### src/rtl/pixgrp_pkg.sv
package pixgrp_pkg;
  // Default geometry of one pixel cluster
  localparam int GRP_PIX   = 8;
  localparam int PIX_WORD  = 31;
  localparam int GRP_IDX_W = 6;
  localparam int FIFO_DEP  = 2;

  // (base + step) reduced into 0..n-1, for step in 1..n
  function automatic int wrap_add(input int base, input int step, input int n);
    int s;
    s = base + step;
    if (s >= n) s = s - n;
    return s;
  endfunction
endpackage

### src/rtl/pixgrp_token_arb.sv
module pixgrp_token_arb
  import pixgrp_pkg::*;
#(
  parameter int N = GRP_PIX,
  localparam int IW = (N > 1) ? $clog2(N) : 1
) (
  input  logic          clk,
  input  logic          rst_n,
  input  logic [N-1:0]  req,
  input  logic          allow,
  output logic [N-1:0]  gnt,
  output logic [IW-1:0] gnt_idx,
  output logic          gnt_fire
);
  // Token: index of the pixel served most recently
  logic [IW-1:0] tok;
  logic          found;
  logic [IW-1:0] pick;
  logic [IW-1:0] posi;

  always_comb begin
    found = 1'b0;
    pick  = '0;
    posi  = '0;
    for (int k = 1; k <= N; k++) begin
      posi = IW'(wrap_add(int'(tok), k, N));
      if (!found && req[posi]) begin
        found = 1'b1;
        pick  = posi;
      end
    end
  end

  assign gnt_fire = found && allow;
  assign gnt_idx  = pick;

  generate
    for (genvar i = 0; i < N; i++) begin : g_gnt
      assign gnt[i] = gnt_fire && (pick == IW'(i));
    end
  endgenerate

  always_ff @(posedge clk) begin
    if (!rst_n)        tok <= IW'(N - 1);
    else if (gnt_fire) tok <= pick;
  end
endmodule

### src/rtl/pixgrp_sel.sv
module pixgrp_sel #(
  parameter int N  = 8,
  parameter int W  = 31,
  localparam int IW = (N > 1) ? $clog2(N) : 1
) (
  input  logic [N*W-1:0] words,
  input  logic [IW-1:0]  idx,
  output logic [W-1:0]   word
);
  // AND-OR selection of the granted pixel's word
  always_comb begin
    word = '0;
    for (int i = 0; i < N; i++) begin
      if (idx == IW'(i)) word = word | words[i*W +: W];
    end
  end
endmodule

### src/rtl/pixgrp_fifo.sv
module pixgrp_fifo #(
  parameter int W     = 31,
  parameter int DEPTH = 2,
  localparam int PW = (DEPTH > 1) ? $clog2(DEPTH) : 1,
  localparam int CW = $clog2(DEPTH + 1)
) (
  input  logic         clk,
  input  logic         rst_n,
  input  logic         wr_en,
  input  logic [W-1:0] wr_data,
  input  logic         rd_en,
  output logic [W-1:0] rd_data,
  output logic         empty,
  output logic         full
);
  logic [W-1:0]  mem [DEPTH];
  logic [PW-1:0] wp, rp;
  logic [CW-1:0] cnt;
  logic          do_rd;

  function automatic logic [PW-1:0] bump(input logic [PW-1:0] p);
    return (p == PW'(DEPTH - 1)) ? '0 : p + PW'(1);
  endfunction

  assign empty   = (cnt == '0);
  assign full    = (cnt == CW'(DEPTH));
  assign do_rd   = rd_en && !empty;
  assign rd_data = mem[rp];

  always_ff @(posedge clk) begin
    if (wr_en) mem[wp] <= wr_data;
  end

  always_ff @(posedge clk) begin
    if (!rst_n) begin
      wp  <= '0;
      rp  <= '0;
      cnt <= '0;
    end else begin
      if (wr_en) wp <= bump(wp);
      if (do_rd) rp <= bump(rp);
      case ({wr_en, do_rd})
        2'b10:   cnt <= cnt + CW'(1);
        2'b01:   cnt <= cnt - CW'(1);
        default: cnt <= cnt;
      endcase
    end
  end
endmodule

### src/rtl/pixgrp_readout.sv
module pixgrp_readout
  import pixgrp_pkg::*;
#(
  parameter int N     = GRP_PIX,
  parameter int W     = PIX_WORD,
  parameter int AW    = GRP_IDX_W,
  parameter int DEPTH = FIFO_DEP,
  localparam int IW = (N > 1) ? $clog2(N) : 1,
  localparam int OW = AW + W
) (
  input  logic          clk,
  input  logic          rst_n,
  input  logic [N-1:0]  pix_req,
  input  logic [N*W-1:0] pix_data,
  output logic [N-1:0]  pix_ack,
  input  logic [AW-1:0] grp_addr,
  output logic          out_valid,
  input  logic          out_ready,
  output logic [OW-1:0] out_data
);
  logic [N-1:0]  ack_q;
  logic [N-1:0]  req_live;
  logic [N-1:0]  gnt;
  logic [IW-1:0] gnt_idx;
  logic          gnt_fire;
  logic [W-1:0]  sel_word;
  logic [W-1:0]  head;
  logic          f_empty, f_full;
  logic          pop, room;

  // A pixel acknowledged last edge is still dropping its request: skip it
  assign req_live = pix_req & ~ack_q;
  assign pop      = out_valid && out_ready;
  assign room     = !f_full || pop;

  pixgrp_token_arb #(.N(N)) u_arb (
    .clk(clk), .rst_n(rst_n), .req(req_live), .allow(room),
    .gnt(gnt), .gnt_idx(gnt_idx), .gnt_fire(gnt_fire)
  );

  pixgrp_sel #(.N(N), .W(W)) u_sel (
    .words(pix_data), .idx(gnt_idx), .word(sel_word)
  );

  pixgrp_fifo #(.W(W), .DEPTH(DEPTH)) u_fifo (
    .clk(clk), .rst_n(rst_n), .wr_en(gnt_fire), .wr_data(sel_word),
    .rd_en(pop), .rd_data(head), .empty(f_empty), .full(f_full)
  );

  always_ff @(posedge clk) begin
    if (!rst_n) ack_q <= '0;
    else        ack_q <= gnt;
  end

  assign pix_ack   = ack_q;
  assign out_valid = !f_empty;
  assign out_data  = {grp_addr, head};
endmodule

### config.mk
export PLATFORM = sky130hd
export DESIGN_NAME = pixgrp_readout
export DESIGN_NICKNAME = d
export VERILOG_FILES = /design/src/rtl/pixgrp_pkg.sv /design/src/rtl/pixgrp_token_arb.sv /design/src/rtl/pixgrp_sel.sv /design/src/rtl/pixgrp_fifo.sv /design/src/rtl/pixgrp_readout.sv
export SDC_FILE = /design/constraint.sdc
export NUM_CORES = 1
export LEC_CHECK = 0
export BUFFER_PORTS_ARGS = -buffer_cell sky130_fd_sc_hd__clkbuf_2
export CAP_MARGIN = 20
export CORE_ASPECT_RATIO = 0.6
export CORE_UTILIZATION = 46
export DETAILED_ROUTE_END_ITERATION = 8
export GPL_TIMING_DRIVEN = 1
export HOLD_SLACK_MARGIN = 0.12
export PLACE_DENSITY = 0.87
export SLEW_MARGIN = 20
export SYNTH_ARGS = -nofsm -noshare
export SYNTH_HDL_FRONTEND = slang
export SYNTH_SLANG_ARGS = --single-unit
### constraint.sdc
create_clock -name clk -period 6.05 [get_ports clk]
set_input_delay 0.605 -clock clk [delete_from_list [all_inputs] [get_ports clk]]
set_output_delay 0.605 -clock clk [all_outputs]
set_load 0.05 [all_outputs]
==> key figures, run 1 <==
Setup path
  • CP Buf/Inv Count: 3
  • CP cell instances: buf_4 > clkinv_1 > ha_1 > mux4_2 > o211ai_1 > o211ai_1 > o211ai_4 > buf_4 > mux2i_1 > o22a_1 > o221ai_1
  • Crit path to: u_fifo.mem[0][0]$_DFFE_PP_
  • Slowest-stage cell, CP: ha_1
  • Critical path type: reg2reg
  • Reg2Reg Depth: 11
  • Worst r2r src: u_arb.tok[1]$_SDFFE_PN1P_
  • WP data arrival: 4.55 ns
  • Reg2reg setup slack: 1.55 ns
  • CP required: 6.10 ns
  • CP Capture Type: flop
  • Worst reg2reg path endpoint: u_fifo.mem[0][0]$_DFFE_PP_
  • Crit path launch: u_arb.tok[1]$_SDFFE_PN1P_
  • Critical Path Max Stage Delay: 0.81 ns
  • Worst-path maximum fanout: 45
  • Crit. path cell count: 11
  • Worst Setup Start Kind: flop
  • Delay-heaviest family, CP: buffers and inverters

Global routing
  • First-pass GRT wire length: 28.4 mm
  • Gr ovfl total: 0
  • Vias in the first global route: 5,177
  • GRT Total Usage: 0.285
  • Initial antenna violation count: 0
  • Pin count of the biggest net entering global routing: 46

Floorplan
  • Die Y: 89.9 um
  • Full die area: 0.0134 sq mm
  • I/O Pins: 311
  • Core ar.: 0.0123 sq mm
  • Die width: 149 um
  • Initial Utilization: 0.482
  • Row cnt: 31

Synthesis
  • Synthesis-stage register bit count: 78
  • Synth area leaders: edfxtp_1, mux2i_1, mux2_2
  • Syn_area_per_cell: 11.7 sq um
  • Count leader, synth: mux2i_1
  • Total number of yosys warnings: 0
  • Cell taking the most area after synthesis: edfxtp_1
  • Cells after synthesis: 507
  • Synth Flop Type: edfxtp_1
  • Top post-synthesis cells by count: mux2i_1, edfxtp_1, o221ai_1
  • EDFF count, synth: 62
  • Mapped cell area: 0.00593 sq mm
  • Synth Net Count: 775
  • Async SR Flop Fraction: 0
  • Seq/Total Area, Yosys: 0.368
  • Yosys top cell area share: 0.314
  • Post-synthesis cell type count: 61

Routing
  • WL per Instance: 20.7 um
  • Drt first pass iters: 5
  • Initial DRC Count: 446
  • Detailed Route WL: 19.7 mm
  • Post-route ant nets: 0
  • DRC: 0
  • Vias per inst: 5.80
  • Vias: 5,509

Layout
  • Nets: 1,048
  • Ant diodes: 0
  • Layout area overhead: 31.2%
  • Fin util: 0.633
  • Share of layout cells above drive strength 1: 0.483

Place
  • Hpwl dp: 15.3 mm
  • Global placer's final weighted congestion: 0.954
  • I/O Buffers: 298

Min path
  • Hold Path Class: reg2reg

STA
  • Clk_skew: 0.00758 ns
  • Max Clk Rate: 222 MHz
  • Slew Viols, Final: 0
  • Final setup TNS: 0 ns
  • Min Tclk post-route: 4.50 ns
  • Final period utilization: 0.743
  • Worst-margin pin slew: 1.04 ns
  • Hold_ws: 0.520 ns
  • Final setup viols: 0
  • Max transition margin: 0.305
  • Setup repair after global routing missed its margin: no
  • Hold Vio Cnt, Final: 0

Clock tree
  • Worst skew pair latency: 0.33 ns
  • Clock transition at path regs: 0.06 ns
  • Clk buf depth: 2
  • Clock root buffer: clkbuf_16
  • Setup Buffers After CTS: 0
  • Hold buffer count at cts: 0
  • # H-tree levels: 3
  • Sink Count: 78
  • CTS resizes: 0
  • TritonCTS buffer count: 9
  • CTS tree: built

Outcome
  • Status: finished clean

Flow run
  • Max cap viols: 0
layer usage:
metal	global-route usage	routed length [um]	vias up
met3	0.0685	1850	45
met2	0.462	9070	344
met4	0.0997	631	0
met1	0.370	8110	2552
li1	-	-	2568
met5	0	0	-
worst reg2reg max path, cell delays in order (launching register included):
cell and delay (ns):
dfxtp_1 0.32, buf_4 0.22, clkinv_1 0.25, ha_1 0.81
mux4_2 0.63, o211ai_1 0.19, o211ai_1 0.18, o211ai_4 0.22
buf_4 0.66, mux2i_1 0.40, o22a_1 0.20, o221ai_1 0.14
through the flow:
stage          std cells  worst slack, ns  cell area, sq um
3_3_place_gp         934             1.71              7460
2_1_floorplan        507             1.49              5930
6_report             950             1.55              7780
3_5_place_dp         934             1.62              7460
5_1_grt              950             1.25              7780
4_1_cts              950             1.60              7780
registers in the layout (all words and copies together), names as in the netlist, named ones only:
name        count
u_fifo.wp       1
u_fifo.rp       1
u_arb.tok       3
u_fifo.cnt      2
pix_ack         8
u_fifo.mem     62
cells in the final DEF (no fill, tap or decap), types with 4 or more instances in the layout:
| cell type | instances |
|---|---|
| nor2b_1 | 11 |
| a21oi_1 | 4 |
| o22a_1 | 31 |
| nand2_1 | 11 |
| and2_1 | 5 |
| o21ai_0 | 7 |
| nand2b_1 | 10 |
| clkbuf_16 | 9 |
| edfxtp_1 | 62 |
| o221ai_1 | 33 |
| mux4_2 | 9 |
| mux2_2 | 32 |
| dfxtp_1 | 15 |
| buf_4 | 10 |
| o211ai_1 | 8 |
| nor2_1 | 17 |
| nand3_1 | 4 |
| mux2i_1 | 143 |
| clkbuf_2 | 298 |
| xnor2_1 | 4 |
cell type report:
| type | instances | area [sq um] |
|---|---|---|
| inverter | 3 | 11.3 |
| clock inverter | 4 | 72.6 |
| sequential | 78 | 2180 |
| fill | 1036 | 4520 |
| timing repair buffer | 308 | 1570 |
| multi-input combinational | 380 | 3490 |
| clock buffer | 12 | 246 |
| tap | 165 | 206 |
kinds of logic after synthesis:
kind of cell,synth area share
mux,0.336
compound gates,0.162
flops,0.368
simple gates,0.0675
buf+inv,0.0483
xor+xnor,0.0116
fa+ha+maj,0.00633
worst min path at each step:
stage                                          start                    endpoint  slack (ns)  cells after the start
after detailed placement  u_fifo.cnt[1]$_SDFFE_PN0P_  u_fifo.cnt[1]$_SDFFE_PN0P_        0.50                      2
final                     u_fifo.cnt[1]$_SDFFE_PN0P_  u_fifo.cnt[1]$_SDFFE_PN0P_        0.52                      2
after global placement    u_fifo.cnt[1]$_SDFFE_PN0P_  u_fifo.cnt[1]$_SDFFE_PN0P_        0.49                      2
after CTS                 u_fifo.cnt[1]$_SDFFE_PN0P_  u_fifo.cnt[1]$_SDFFE_PN0P_        0.51                      2
after global routing      u_fifo.cnt[1]$_SDFFE_PN0P_  u_fifo.cnt[1]$_SDFFE_PN0P_        0.55                      2
after floorplan           u_fifo.cnt[1]$_SDFFE_PN0P_  u_fifo.cnt[1]$_SDFFE_PN0P_        0.47                      2
Power of run 1 is not shown: default switching activity piles up to over one toggle a cycle in this logic, so the estimate is an artifact.
==> run 2, diff against run 1 <==
- clock period: 6.05 -> 4.7 ns (I/O delays scaled with it)
==> run 2 against run 1 <==
  * Clock-buffer cell count shrank 3
  * Die area is the same
  * Hold slack lost 0.028 ns
  * Highest routed layer unchanged
  * Non-clock buffer count grew 8
  * Worst setup slack lost 0.60 ns
  * Cell count grew 0.84%
  * Critical path depth shrank 2
==> key figures, run 2 (synthesis results as in run 1) <==
Min path
  • Hold EP: u_arb.tok[2]$_SDFFE_PN1P_
  • Min-delay src: rst_n
  • Hold Path Cell Cnt: 2
  • Hold Path Class: in2reg

Layout
  • Nets: 1,056
  • Commonest non-fill, non-tap cells in the layout: clkbuf_2, mux2i_1, edfxtp_1, o221ai_1, mux2_2
  • Share of layout cells above drive strength 1: 0.489
  • Most common cell after layout, fill and taps aside: clkbuf_2
  • Layout area overhead: 33.2%
  • Max reg flops: 62
  • Largest Register: u_fifo.mem
  • Post-layout instance count excluding filler cells: 958
  • Final Cell Area: 0.00790 sq mm
  • Ant diodes: 0

Global routing
  • First-pass GRT wire length: 29.2 mm
  • Vias in the first global route: 5,359
  • Initial antenna violation count: 0
  • Pin count of the biggest net entering global routing: 52
  • Gr ovfl total: 0
  • GRT Total Usage: 0.291

Clock tree
  • Clock root buffer: clkbuf_16
  • Setup Buffers After CTS: 0
  • Worst skew pair latency: 0.33 ns
  • TritonCTS buffer count: 9
  • Hold buffer count at cts: 0
  • CTS tree: built
  • # H-tree levels: 3
  • Clk buf depth: 2
  • Clock transition at path regs: 0.06 ns
  • Sink Count: 78
  • CTS resizes: 0

Place
  • Global placer's final weighted congestion: 0.972
  • Area post-placement: 0.00758 sq mm
  • Hpwl dp: 15.6 mm
  • # placed instances: 942
  • I/O Buffers: 298

STA
  • Worst-margin pin slew: 1.02 ns
  • Hold_ws: 0.491 ns
  • Min Tclk post-route: 3.75 ns
  • Final period utilization: 0.797
  • Hold Vio Cnt, Final: 0
  • Max Clk Rate: 267 MHz
  • Clk_skew: 0.00644 ns
  • Max transition margin: 0.320
  • Final setup viols: 0
  • Final setup TNS: 0 ns
  • Setup repair after global routing missed its margin: no
  • Slew Viols, Final: 0

Setup path
  • CP required: 4.74 ns
  • Reg2Reg Depth: 9
  • Worst reg2reg path endpoint: u_fifo.mem[1][10]$_DFFE_PP_
  • Worst r2r src: u_arb.tok[2]$_SDFFE_PN1P_
  • CP Capture Type: flop
  • CP cell instances: buf_4 > xnor2_2 > mux4_2 > a21oi_2 > o21ai_2 > o311ai_4 > buf_12 > mux2i_1 > o221ai_1
  • Slowest-stage cell, CP: dfxtp_1
  • WP data arrival: 3.79 ns
  • Worst Setup Start Kind: flop
  • Worst-path maximum fanout: 51
  • Critical Path Max Stage Delay: 0.79 ns
  • Reg2reg setup slack: 0.95 ns
  • Critical path type: reg2reg

Routing
  • Initial DRC Count: 275
  • Vias per inst: 5.83
  • Post-route ant nets: 0
  • Vias: 5,581
  • WL per Instance: 20.8 um
  • DRC: 0
  • Drt first pass iters: 4
  • Detailed Route WL: 19.9 mm

Floorplan
  • Row cnt: 31
  • Initial Utilization: 0.482
  • Core ar.: 0.0123 sq mm
  • I/O Pins: 311
  • Die Y: 89.9 um
  • Full die area: 0.0134 sq mm
  • Die width: 149 um

Outcome
  • Status: finished clean

Flow run
  • Max cap viols: 0
## run 2: cell count changes in the layout (fill, tap and decap cells not counted), sizes merged
cell      previous run  this run
clkinv               2         4
clkbuf             310       307
clkinvlp             1         2
buf                 10        18
## run 2: critical path, delay by kind of cell, from the launching register on
kind / cells / cell delay [ns]
xor gates and xnor gates: 1 / 0.21
AOI/OAI and AO/OA: 4 / 0.95
muxes: 2 / 0.78
DFF: 1 / 0.79
buffers and inverters: 2 / 0.65
## run 2: per-layer routing
metal	global-route usage	vias to the layer above	wire length [um]	share of wire
met5	0	-	0	0
met4	0.0868	0	458	0.023
met3	0.0751	34	2030	0.10
met2	0.470	333	9370	0.47
met1	0.381	2622	8070	0.41
li1	-	2592	-	-
## run 2: stage by stage
stage,setup slack [ns],utilization
global placement,1.00,0.617
detailed placement,1.03,0.617
finish,0.952,0.642
CTS,1.01,0.642
global route,0.788,0.642
floorplan,0.145,-
## run 2: worst max-delay path by stage
stage / startpoint / end / slack, ns
after floorplan: u_arb.tok[1]$_SDFFE_PN1P_ / u_fifo.mem[0][0]$_DFFE_PP_ / 0.14
after global placement: u_arb.tok[2]$_SDFFE_PN1P_ / u_fifo.mem[0][23]$_DFFE_PP_ / 1.00
after detailed placement: u_arb.tok[2]$_SDFFE_PN1P_ / u_fifo.mem[1][11]$_DFFE_PP_ / 1.03
after CTS: u_arb.tok[2]$_SDFFE_PN1P_ / u_fifo.mem[1][2]$_DFFE_PP_ / 1.01
after global routing: u_arb.tok[2]$_SDFFE_PN1P_ / u_fifo.mem[0][24]$_DFFE_PP_ / 0.79
final: u_arb.tok[2]$_SDFFE_PN1P_ / u_fifo.mem[1][10]$_DFFE_PP_ / 0.95
## run 2: layout make-up
cell class,instances,area (sq um)
timing repair buffer,316,1690
multi-input combinational,380,3490
inverter,3,11.3
sequential,78,2180
fill,1015,4400
tap,165,206
clock inverter,7,88.8
clock buffer,9,225
Power of run 2 is left out for the same reason.
==> run 3, diff against run 2 <==
- ABC_AREA: unset -> 1
- CORE_UTILIZATION: 46 -> 48
- PLACE_DENSITY: 0.87 -> 0.88
- clock period: 4.7 -> 3.84 ns (I/O delays scaled with it)
==> run 3 against run 2 <==
  * Global-route usage rose by 5.1 points
  * Via count up 42%
  * Critical endpoint is now u_fifo.mem[0][6]$_DFFE_PP_
  * Clock skew is 0.0012 ns lower
  * Area after synthesis rose by 12%
  * Critical path type unchanged
  * Non-clock buffer count is 29 higher
  * Sequential share of layout area decreased by 2.1 points
  * Wire length increased by 28%
  * Fmax rose by 1.9%
  * Synthesized cell count rose by 72%
  * Critical path depth up 10
  * Cell count rose by 38%
==> key figures, run 3 <==
Routing
  • Vias per inst: 6.02
  • Drt first pass iters: 6
  • Initial DRC Count: 939
  • Vias: 7,946
  • Detailed Route WL: 25.4 mm
  • WL per Instance: 19.3 um
  • Post-route ant nets: 0
  • DRC: 0

Layout
  • Nets: 1,411
  • Commonest non-fill, non-tap cells in the layout: clkbuf_2, nand2_1, nand4_1, nand3_1, nor2_1
  • Area of the multi-input gates: 0.00381 sq mm
  • Layout area overhead: 29.2%
  • Max reg flops: 62
  • Reg area: 0.00218 sq mm
  • Fin util: 0.652
  • Largest Register: u_fifo.mem
  • Share of layout cells above drive strength 1: 0.390
  • Post-layout instance count excluding filler cells: 1,321
  • Most common cell after layout, fill and taps aside: clkbuf_2
  • Fillers: 1,186

Clock tree
  • Clk buf depth: 2
  • Worst skew pair latency: 0.33 ns
  • Clock transition at path regs: 0.06 ns
  • TritonCTS buffer count: 9
  • # H-tree levels: 3
  • Clock root buffer: clkbuf_16
  • CTS tree: built
  • Sink Count: 78

Setup path
  • Delay-heaviest family, CP: simple AND/OR/NAND/NOR gates
  • WP data arrival: 3.74 ns
  • CP required: 3.91 ns
  • Worst r2r src: u_arb.tok[0]$_SDFFE_PN1P_
  • Critical path type: reg2reg
  • CP cell instances: inv_2 > ha_1 > inv_1 > buf_4 > nand3_1 > nand3_1 > nand2_2 > buf_4 > nor2_4 > nand2_1 > nor2_1 > nand4_1 > nand3_1 > nor2_4 > buf_12 > nand4_1 > nand2_1 > nor2_1 > nand2_1
  • Worst-path maximum fanout: 37
  • Crit path launch: u_arb.tok[0]$_SDFFE_PN1P_
  • CP Buf/Inv Count: 5
  • Critical Path Max Stage Delay: 0.35 ns
  • Worst Setup Start Kind: flop
  • CP Capture Type: flop
  • Slowest-stage cell, CP: dfxtp_1

Place
  • Dpl ws: 0.164 ns
  • I/O Buffers: 298
  • # placed instances: 1,298
  • Hpwl dp: 18.8 mm
  • Global placer's final weighted congestion: 1.02

Min path
  • Min-delay src: rst_n
  • Hold Path Class: in2reg

Global routing
  • Initial antenna violation count: 5
  • Gr ovfl total: 0
  • GRT Total Usage: 0.342
  • Vias in the first global route: 6,886
  • First-pass GRT wire length: 37.4 mm
  • Pin count of the biggest net entering global routing: 75

STA
  • Hold Vio Cnt, Final: 0
  • Final worst slack: 0.163 ns
  • Worst-margin pin slew: 0.910 ns
  • Final period utilization: 0.958
  • Slew Viols, Final: 0
  • Final setup viols: 0
  • Final setup TNS: 0 ns
  • Setup repair after global routing missed its margin: no
  • Min Tclk post-route: 3.68 ns
  • Max Clk Rate: 272 MHz
  • Max transition margin: 0.393
  • Clk_skew: 0.00528 ns

Floorplan
  • Core ar.: 0.0131 sq mm
  • I/O Pins: 311
  • Die Y: 93.0 um
  • Row cnt: 32
  • Full die area: 0.0143 sq mm
  • Initial Utilization: 0.504
  • Die width: 154 um

Synthesis
  • Post-synthesis cell type count: 33
  • Post-Synth XOR/XNOR Area: 0.00963
  • Top post-synthesis cells by count: nand2_1, nand4_1, nand3_1
  • Async SR Flop Fraction: 0
  • Main combinational cell family by area after synthesis: simple AND/OR/NAND/NOR gates
  • Mapped cell area: 0.00662 sq mm
  • Synth area leaders: edfxtp_1, nand4_1, nand2_1
  • Cells after synthesis: 870
  • Seq/Total Area, Yosys: 0.329
  • Syn_area_per_cell: 7.61 sq um
  • Yosys top cell area share: 0.281
  • Post-synthesis adder-cell area fraction: 0.00567
  • EDFF count, synth: 62
  • Total number of yosys warnings: 0
  • Simple-Gate Fraction of Synth Area: 0.481
  • Synth Area in Compound Gates: 0.0147
  • Synth Flop Type: edfxtp_1
  • Mux share of post-synthesis cell area: 0.0527
  • Synth Net Count: 1,138
  • Synthesis-stage register bit count: 78
  • Count leader, synth: nand2_1
  • Cell taking the most area after synthesis: edfxtp_1

Flow run
  • Max cap viols: 0

Outcome
  • Status: finished clean
## run 3: changes by cell type in the layout (fill, tap and decap cells not counted), moves of 9 or more
cell,before,now
buf_4,13,35
inv_1,1,25
mux2i_1,143,0
mux4_2,9,0
nand2_1,11,192
nand2b_1,10,0
nand3_1,4,130
nand3_2,0,12
nand4_1,0,171
nor2_1,17,82
nor2b_1,11,0
o221ai_1,33,0
o22a_1,31,0
## run 3: area by class of cell
class / instances / area share
flip-flops and latches: 78 / 0.255
diodes: 3 / 0.000877
clock buffers: 11 / 0.0272
clock inverters: 5 / 0.00424
well taps: 170 / 0.0249
repair buffers: 345 / 0.229
multi-input cells: 678 / 0.445
inverters: 31 / 0.0136
## run 3: cells by family after synthesis
group / count (synthesis)
compound gates: 18
flops: 78
fa+ha+maj: 3
mux: 31
xor+xnor: 3
buf+inv: 117
simple gates: 620
## run 3: timing repair
action,4_1_cts,5_1_grt
setup buffers,0,1
resized for setup,0,6
hold buffers,0,0
hold endpoints to repair,0,0
endpoints found under the setup margin,0,62
## run 3: routing by layer
layer  vias to the layer above  track usage  routed length [um]
met5                         -            0                  23
met2                       532        0.489               10600
met1                      3667        0.493               10900
li1                       3707            -                   -
met3                        36        0.118                3630
met4                         4       0.0675                 284
## run 3: per-stage QoR
step,instance area (sq um),hold WS [ns]
final,8560,0.415
after global routing,8550,0.416
after CTS,8500,0.381
after detailed placement,8230,0.445
after global placement,8210,0.426
after floorplan,6620,0.425
## run 3: path summary, 6_finish.rpt
check | depth (start not counted) | slack, ns | to
min reg2reg | 1 | 0.46 | flop
max reg2reg | 19 | 0.16 | u_fifo.mem[0][6]$_DFFE_PP_
min | 3 | 0.42 | u_fifo.wp$_SDFFE_PN0P_
max | 19 | 0.16 | u_fifo.mem[0][6]$_DFFE_PP_
## run 3: tightest hold or removal path, stage by stage
cell	delay, ns
clkbuf_2	0.16
o21ai_0	0.11
nor2_1	0.05
Power of run 3 is left out for the same reason.
